<file path="src/rtl/abb_pkg.sv">
// Package: shared types for the body-bias code controller.
// Assumes: nothing beyond standard SystemVerilog.
package abb_pkg;

    // Loop states: searching, timing met and held, stuck at a limit.
    typedef enum logic [1:0] {
        LOOP_RUN   = 2'd0,
        LOOP_LOCK  = 2'd1,
        LOOP_FAULT = 2'd2
    } loop_state_e;

endpackage

</file>
<file path="src/rtl/abb_timing_detector.sv">
// Module: two-flop timing detector.
// The first flop captures the replica path's result. The second flop resamples it,
// so a verdict never reflects a path that is still settling from a bias change.
// Assumes: path_ok is synchronous to clk.
module abb_timing_detector (
    input  logic clk,
    input  logic rst_n,
    input  logic clr,
    input  logic path_ok,
    output logic pass_q
);
    logic cap_q;

    // Capture stage, then resample stage; both cleared by reset or re-arm.
    always_ff @(posedge clk) begin
        if (!rst_n || clr) begin
            cap_q  <= 1'b0;
            pass_q <= 1'b0;
        end else begin
            cap_q  <= path_ok;
            pass_q <= cap_q;
        end
    end
endmodule

</file>
<file path="src/rtl/abb_decision_pacer.sv">
// Module: decision pacer.
// Counts WAIT_CYCLES idle clocks after each step or re-arm, then raises
// decide for one cycle while the loop is searching.
// Assumes: WAIT_CYCLES >= 2 so the detector pipeline has refilled.
module abb_decision_pacer #(
    parameter int WAIT_CYCLES = 4
) (
    input  logic clk,
    input  logic rst_n,
    input  logic en,
    input  logic rearm,
    input  logic step,
    output logic decide
);
    localparam int WAIT_W = $clog2(WAIT_CYCLES + 1);
    localparam logic [WAIT_W-1:0] WAIT_LOAD = WAIT_W'(WAIT_CYCLES);

    logic [WAIT_W-1:0] wait_q;

    // Reload on reset, re-arm or step; otherwise count down while enabled.
    always_ff @(posedge clk) begin
        if (!rst_n || rearm || step) begin
            wait_q <= WAIT_LOAD;
        end else if (en && wait_q != '0) begin
            wait_q <= wait_q - 1'b1;
        end
    end

    // Verdict strobe once the settle window has run out.
    always_comb begin
        decide = en && !rearm && (wait_q == '0);
    end
endmodule

</file>
<file path="src/rtl/abb_code_counter.sv">
// Module: saturating bias code counter.
// Moves the code by one per step in the direction dir_up gives, and flags
// when the next move would leave the guard band.
// Assumes: CODE_MIN <= START_CODE <= CODE_MAX < 2**CODE_W.
module abb_code_counter #(
    parameter int CODE_W     = 6,
    parameter int CODE_MIN   = 4,
    parameter int CODE_MAX   = 60,
    parameter int START_CODE = 32
) (
    input  logic              clk,
    input  logic              rst_n,
    input  logic              step,
    input  logic              dir_up,
    output logic [CODE_W-1:0] code_q,
    output logic              at_limit
);
    localparam logic [CODE_W-1:0] MIN_C   = CODE_W'(CODE_MIN);
    localparam logic [CODE_W-1:0] MAX_C   = CODE_W'(CODE_MAX);
    localparam logic [CODE_W-1:0] START_C = CODE_W'(START_CODE);

    // The limit is checked in the direction currently selected.
    always_comb begin
        at_limit = dir_up ? (code_q >= MAX_C) : (code_q <= MIN_C);
    end

    // Load the start code on reset; take one guarded step per request.
    always_ff @(posedge clk) begin
        if (!rst_n) begin
            code_q <= START_C;
        end else if (step && !at_limit) begin
            code_q <= dir_up ? code_q + 1'b1 : code_q - 1'b1;
        end
    end
endmodule

</file>
<file path="src/rtl/abb_loop_fsm.sv">
// Module: loop state machine.
// Turns verdicts into steps, a lock or a fault. Restart returns the loop to
// search from any state.
// Assumes: decide is only raised in LOOP_RUN.
module abb_loop_fsm
    import abb_pkg::*;
(
    input  logic        clk,
    input  logic        rst_n,
    input  logic        restart,
    input  logic        decide,
    input  logic        pass,
    input  logic        at_limit,
    output loop_state_e state_q,
    output logic        step
);
    // A step happens on a failing verdict that still has room to move.
    always_comb begin
        step = decide && !pass && !at_limit && !restart;
    end

    // State transitions on verdicts; restart and reset both re-arm the search.
    always_ff @(posedge clk) begin
        if (!rst_n || restart) begin
            state_q <= LOOP_RUN;
        end else begin
            case (state_q)
                LOOP_RUN: begin
                    if (decide && pass) begin
                        state_q <= LOOP_LOCK;
                    end else if (decide && at_limit) begin
                        state_q <= LOOP_FAULT;
                    end
                end
                LOOP_LOCK:  state_q <= LOOP_LOCK;
                LOOP_FAULT: state_q <= LOOP_FAULT;
                default:    state_q <= LOOP_RUN;
            endcase
        end
    end
endmodule

</file>
<file path="src/rtl/abb_code_ctrl.sv">
// Module: adaptive body bias code controller (top level).
// Wires the detector, pacer, counter and state machine together. The output
// code is chosen from the loop code or the external override.
// Assumes: the external converter follows bias_code within WAIT_CYCLES clocks.
module abb_code_ctrl
    import abb_pkg::*;
#(
    parameter int CODE_W      = 6,
    parameter int CODE_MIN    = 4,
    parameter int CODE_MAX    = 60,
    parameter int START_CODE  = 32,
    parameter int WAIT_CYCLES = 4
) (
    input  logic              clk,
    input  logic              rst_n,
    input  logic              path_ok,
    input  logic              dir_up,
    input  logic              restart,
    input  logic              ovr_sel,
    input  logic [CODE_W-1:0] ovr_code,
    output logic [CODE_W-1:0] bias_code,
    output logic              locked,
    output logic              limit_err
);
    loop_state_e       state_q;
    logic              pass_q;
    logic              decide;
    logic              step;
    logic              at_limit;
    logic [CODE_W-1:0] loop_code;
    logic              searching;

    // The loop searches only in the run state.
    always_comb begin
        searching = (state_q == LOOP_RUN);
    end

    abb_timing_detector det_i (
        .clk     (clk),
        .rst_n   (rst_n),
        .clr     (restart),
        .path_ok (path_ok),
        .pass_q  (pass_q)
    );

    abb_decision_pacer #(.WAIT_CYCLES(WAIT_CYCLES)) pace_i (
        .clk    (clk),
        .rst_n  (rst_n),
        .en     (searching),
        .rearm  (restart),
        .step   (step),
        .decide (decide)
    );

    abb_code_counter #(
        .CODE_W     (CODE_W),
        .CODE_MIN   (CODE_MIN),
        .CODE_MAX   (CODE_MAX),
        .START_CODE (START_CODE)
    ) cnt_i (
        .clk      (clk),
        .rst_n    (rst_n),
        .step     (step),
        .dir_up   (dir_up),
        .code_q   (loop_code),
        .at_limit (at_limit)
    );

    abb_loop_fsm fsm_i (
        .clk      (clk),
        .rst_n    (rst_n),
        .restart  (restart),
        .decide   (decide),
        .pass     (pass_q),
        .at_limit (at_limit),
        .state_q  (state_q),
        .step     (step)
    );

    // Output selection and status flags.
    always_comb begin
        bias_code = ovr_sel ? ovr_code : loop_code;
        locked    = (state_q == LOOP_LOCK);
        limit_err = (state_q == LOOP_FAULT);
    end
endmodule

</file>
<file path="config.mk">
export PLATFORM = sky130hd
export DESIGN_NAME = abb_code_ctrl
export DESIGN_NICKNAME = d
export VERILOG_FILES = /design/src/rtl/abb_pkg.sv /design/src/rtl/abb_timing_detector.sv /design/src/rtl/abb_decision_pacer.sv /design/src/rtl/abb_code_counter.sv /design/src/rtl/abb_loop_fsm.sv /design/src/rtl/abb_code_ctrl.sv
export SDC_FILE = /design/constraint.sdc
export NUM_CORES = 1
export LEC_CHECK = 0
export BUFFER_PORTS_ARGS = -buffer_cell sky130_fd_sc_hd__buf_4
export CAP_MARGIN = 5
export CORE_MARGIN = 3
export CORE_UTILIZATION = 40
export DETAILED_ROUTE_END_ITERATION = 12
export PLACE_DENSITY = 0.69
export SLEW_MARGIN = 0
export SYNTH_ARGS = -nofsm -noshare
export SYNTH_HDL_FRONTEND = slang
export SYNTH_HIERARCHICAL = 1
export SYNTH_SLANG_ARGS = --single-unit
export TNS_END_PERCENT = 5
</file>
<file path="constraint.sdc">
create_clock -name clk -period 2.6 [get_ports clk]
set_input_delay 0.52 -clock clk [delete_from_list [all_inputs] [get_ports clk]]
set_output_delay 0.52 -clock clk [all_outputs]
set_load 0.01 [all_outputs]
</file>
==> results.md <==
- Status: complete, no violations
- Initial core utilization: 44.12%
- Mapped Cells: 88
- Buffers on Ports: 19
- Synth area leader: dfxtp_1
- Asr flop ratio synth: 0%
- Cell count of the worst reg-to-reg path: 8
- Total number of vias: 703
- Core area: between 2000 and 2500 µm²
- Drc violations: 0
- Worst min path class: input port to flip-flop
- Count of different cell masters after synthesis: 36
- CTS Buf Count: 3
- Worst Clk Skew: about 0.003 ns
- Hpwl dp: 1.358 mm
- Dpl cells: 134
- Crit start category: flip-flop
- DRT iter0 DRCs: 6
- Clock latency on the worst-skew pair: 0.27 ns
- GRT Total Usage: 14.11%
- DR pass1 iterations: 4
- Worst-path maximum fanout: 5
- Initial antenna violation count: 0
- Syn_area_per_cell: 10.24 µm²
- Pin slew with the least headroom to its limit: 0.3354 ns
- Final Non-Filler Cells: 138
- Synth top cells by count: dfxtp_1, mux2_4, ha_1, inv_1
- # nets final: around 130
- Crit path DAT: 2.40 ns
- Largest net degree at the start of global routing: 12
- TritonCTS clock tree: built
- Post-synth top area share: 28.89%
- Unrepaired setup endpoints after global routing: false
- Final min period: 2.226 ns
- Crit end category: flip-flop
- Fill count: 213
- Clk buf depth: 2
- First-pass GRT wire length: 2.946 mm
- Ranking of synthesized cells by area: dfxtp_1, mux2_4, ha_1
- Final Hold Viols: 0
- Worst path bufs/invs: 1
- Std-Cell Rows: 16
- Critical path depth: 8
- Syn_nets: roughly 110
- Critical path's top delay family: simple AND/OR/NAND/NOR gates
- Syn-to-layout area delta: 21.67%
- Die height: 53.46 µm
- Antenna Nets Post-Route: 0
- Max Slew Vio Count: 0
- Netlist Area Pre-Place: 900.9 µm²
- Fmax: between 400 and 500 MHz
- Hold depth: 2
- Worst path required time: between 2 and 3 ns
- Critical path's largest stage delay: 0.36 ns
- Leakage: 0.5175 nW
- Cts repair resizes: 0
- DR WL/cell: 12.59 µm
- Fin crit share: between 80% and 90%
- Total of max-cap violations: 0
- Peak VDD IR: 0.2001 mV
- Ys Warns: 6
- Power Dens Cells: 391.4 nW/µm²
- Die Wd: approximately 53 µm
- Post-CTS Repair Setup Buffers: 0
- Reg clk slew, reported paths: 0.08 ns
- Most common cell in the netlist: dfxtp_1
- Drt total wl: 1.738 mm
- Prevailing post-synth register cell: dfxtp_1
- Critical path class: flip-flop to flip-flop
- IO Pins: 20
- Share of layout cells above drive strength 1: 34.23%
- Number of global-route vias before repair: 676
- Slew margin rel.: between 70% and 80%
- GR Overflow Total: 0
- GPL Wtd Cong: 0.7877
- CP max stage cell: nor3b_1
- Total negative slack: 0 ns
- DR vias/cell: slightly above 5
- Root buffer cell: clkbuf_4
- Setup violators final: 0
- CTS Hold Bufs: 0
- Die ar.: 2857 µm²
- N_diodes: 0
- Post-synth EDFFs: 0
- Seq cells post-synth: 13
- Num Clock Sinks: 13
- Total power: approximately 0.00043 W
- # H-tree levels: 1
- Crit-path cells: inv_1, ha_1, nand2b_1, nor3b_1, nor4b_1, and2_1, a21boi_4, mux2_4
- Sequential fraction of the synthesis area: 28.89%
[layout make-up]
type / count / area [µm²] / area share [%]
Multi-Input combinational cell: 67 / 595.6 / 54.34
Sequential cell: 13 / 260.3 / 23.74
Timing Repair Buffer: 21 / 157.7 / 14.38
Tap cell: 27 / 33.78 / 3.082
Clock buffer: 4 / 26.28 / 2.397
Inverter: 6 / 22.52 / 2.055
[registers in the layout (all words and copies together), names as in the netlist]
name	flops
pace_i/wait_q	3
cnt_i/code_q	6
det_i/cap_q	1
det_i/pass_q	1
fsm_i/state_q	2
[kinds of logic after synthesis]
logic type / after synthesis / share of synthesized area [%]
buffers and inverters: 8 / 5.000
XOR/XNOR: 4 / 3.890
multiplexers: 10 / 15.00
flip-flops: 13 / 28.89
AO/OA/AOI/OAI: 19 / 17.08
AND/OR/NAND/NOR: 27 / 19.58
adder cells (fa/ha/maj): 7 / 10.56
[metal layers]
| metal | track usage [%] | routed length [µm] |
|---|---|---|
| met3 | 4.225 | 53 |
| met4 | 3.830 | 8 |
| met2 | 23.06 | 828 |
| met5 | 0 | 0 |
| met1 | 17.71 | 848 |
[worst reg2reg max path: stages (launching register included)]
cell and delay, ns:
dfxtp_1 0.30, inv_1 0.11, ha_1 0.19, nand2b_1 0.14
nor3b_1 0.36, nor4b_1 0.34, and2_1 0.21, a21boi_4 0.18
mux2_4 0.30
[stage by stage]
| step | instance area [µm²] | utilization (%) | hold WS, ns | setup WS (ns) |
|---|---|---|---|---|
| 2_1_floorplan | 900.9 | - | 0.4480 | 0.4371 |
| 3_3_place_gp | 1070 | 52.39 | 0.4518 | 0.2639 |
| 3_5_place_dp | 1070 | 52.39 | 0.4594 | 0.2796 |
| 4_1_cts | 1096 | 53.68 | 0.4544 | 0.3691 |
| 5_1_grt | 1096 | 53.68 | 0.4553 | 0.1800 |
| 6_report | 1096 | 53.68 | 0.4601 | 0.3740 |
[cell usage in the layout (no fill, tap or decap), types with 2 or more instances in the layout]
| cell type | netlist | routed |
|---|---|---|
| buf_4 | 0 | 21 |
| clkbuf_4 | 0 | 3 |
| xnor2_1 | 3 | 3 |
| dfxtp_1 | 13 | 13 |
| nor2_1 | 2 | 2 |
| mux2_4 | 7 | 7 |
| nor2b_1 | 5 | 5 |
| inv_1 | 6 | 6 |
| nand2_1 | 3 | 3 |
| nand2b_1 | 2 | 2 |
| o21ai_0 | 3 | 3 |
| a21oi_1 | 5 | 5 |
| and2_1 | 2 | 2 |
| nand3_1 | 2 | 2 |
| ha_1 | 6 | 6 |
| mux2i_1 | 3 | 3 |
| and3b_1 | 2 | 2 |
| a21o_1 | 3 | 3 |
[path summary, 6_finish.rpt]
| check | from | end | slack, ns |
|---|---|---|---|
| min | restart | fsm_i/state_q[1]$_SDFFE_PP0P_ | 0.46 |
| min reg2reg | det_i/cap_q$_SDFF_PP0_ | det_i/pass_q$_SDFF_PP0_ | 0.48 |
| max | pace_i/wait_q[0]$_SDFFE_PP0P_ | cnt_i/code_q[5]$_SDFFE_PN1P_ | 0.37 |
| max reg2reg | pace_i/wait_q[0]$_SDFFE_PP0P_ | cnt_i/code_q[5]$_SDFFE_PN1P_ | 0.37 |
[report_power, final]
| group | internal, W | switching [W] | total (W) | leakage [nW] |
|---|---|---|---|---|
| Combinational | 0.0000512 | 0.0000404 | 0.0000916 | 0.397 |
| Sequential | 0.000206 | 0.00000527 | 0.000211 | 0.106 |
| Clock | 0.0000594 | 0.0000670 | 0.000126 | 0.0150 |
No activity file was read; power rests on OpenSTA's default activity.
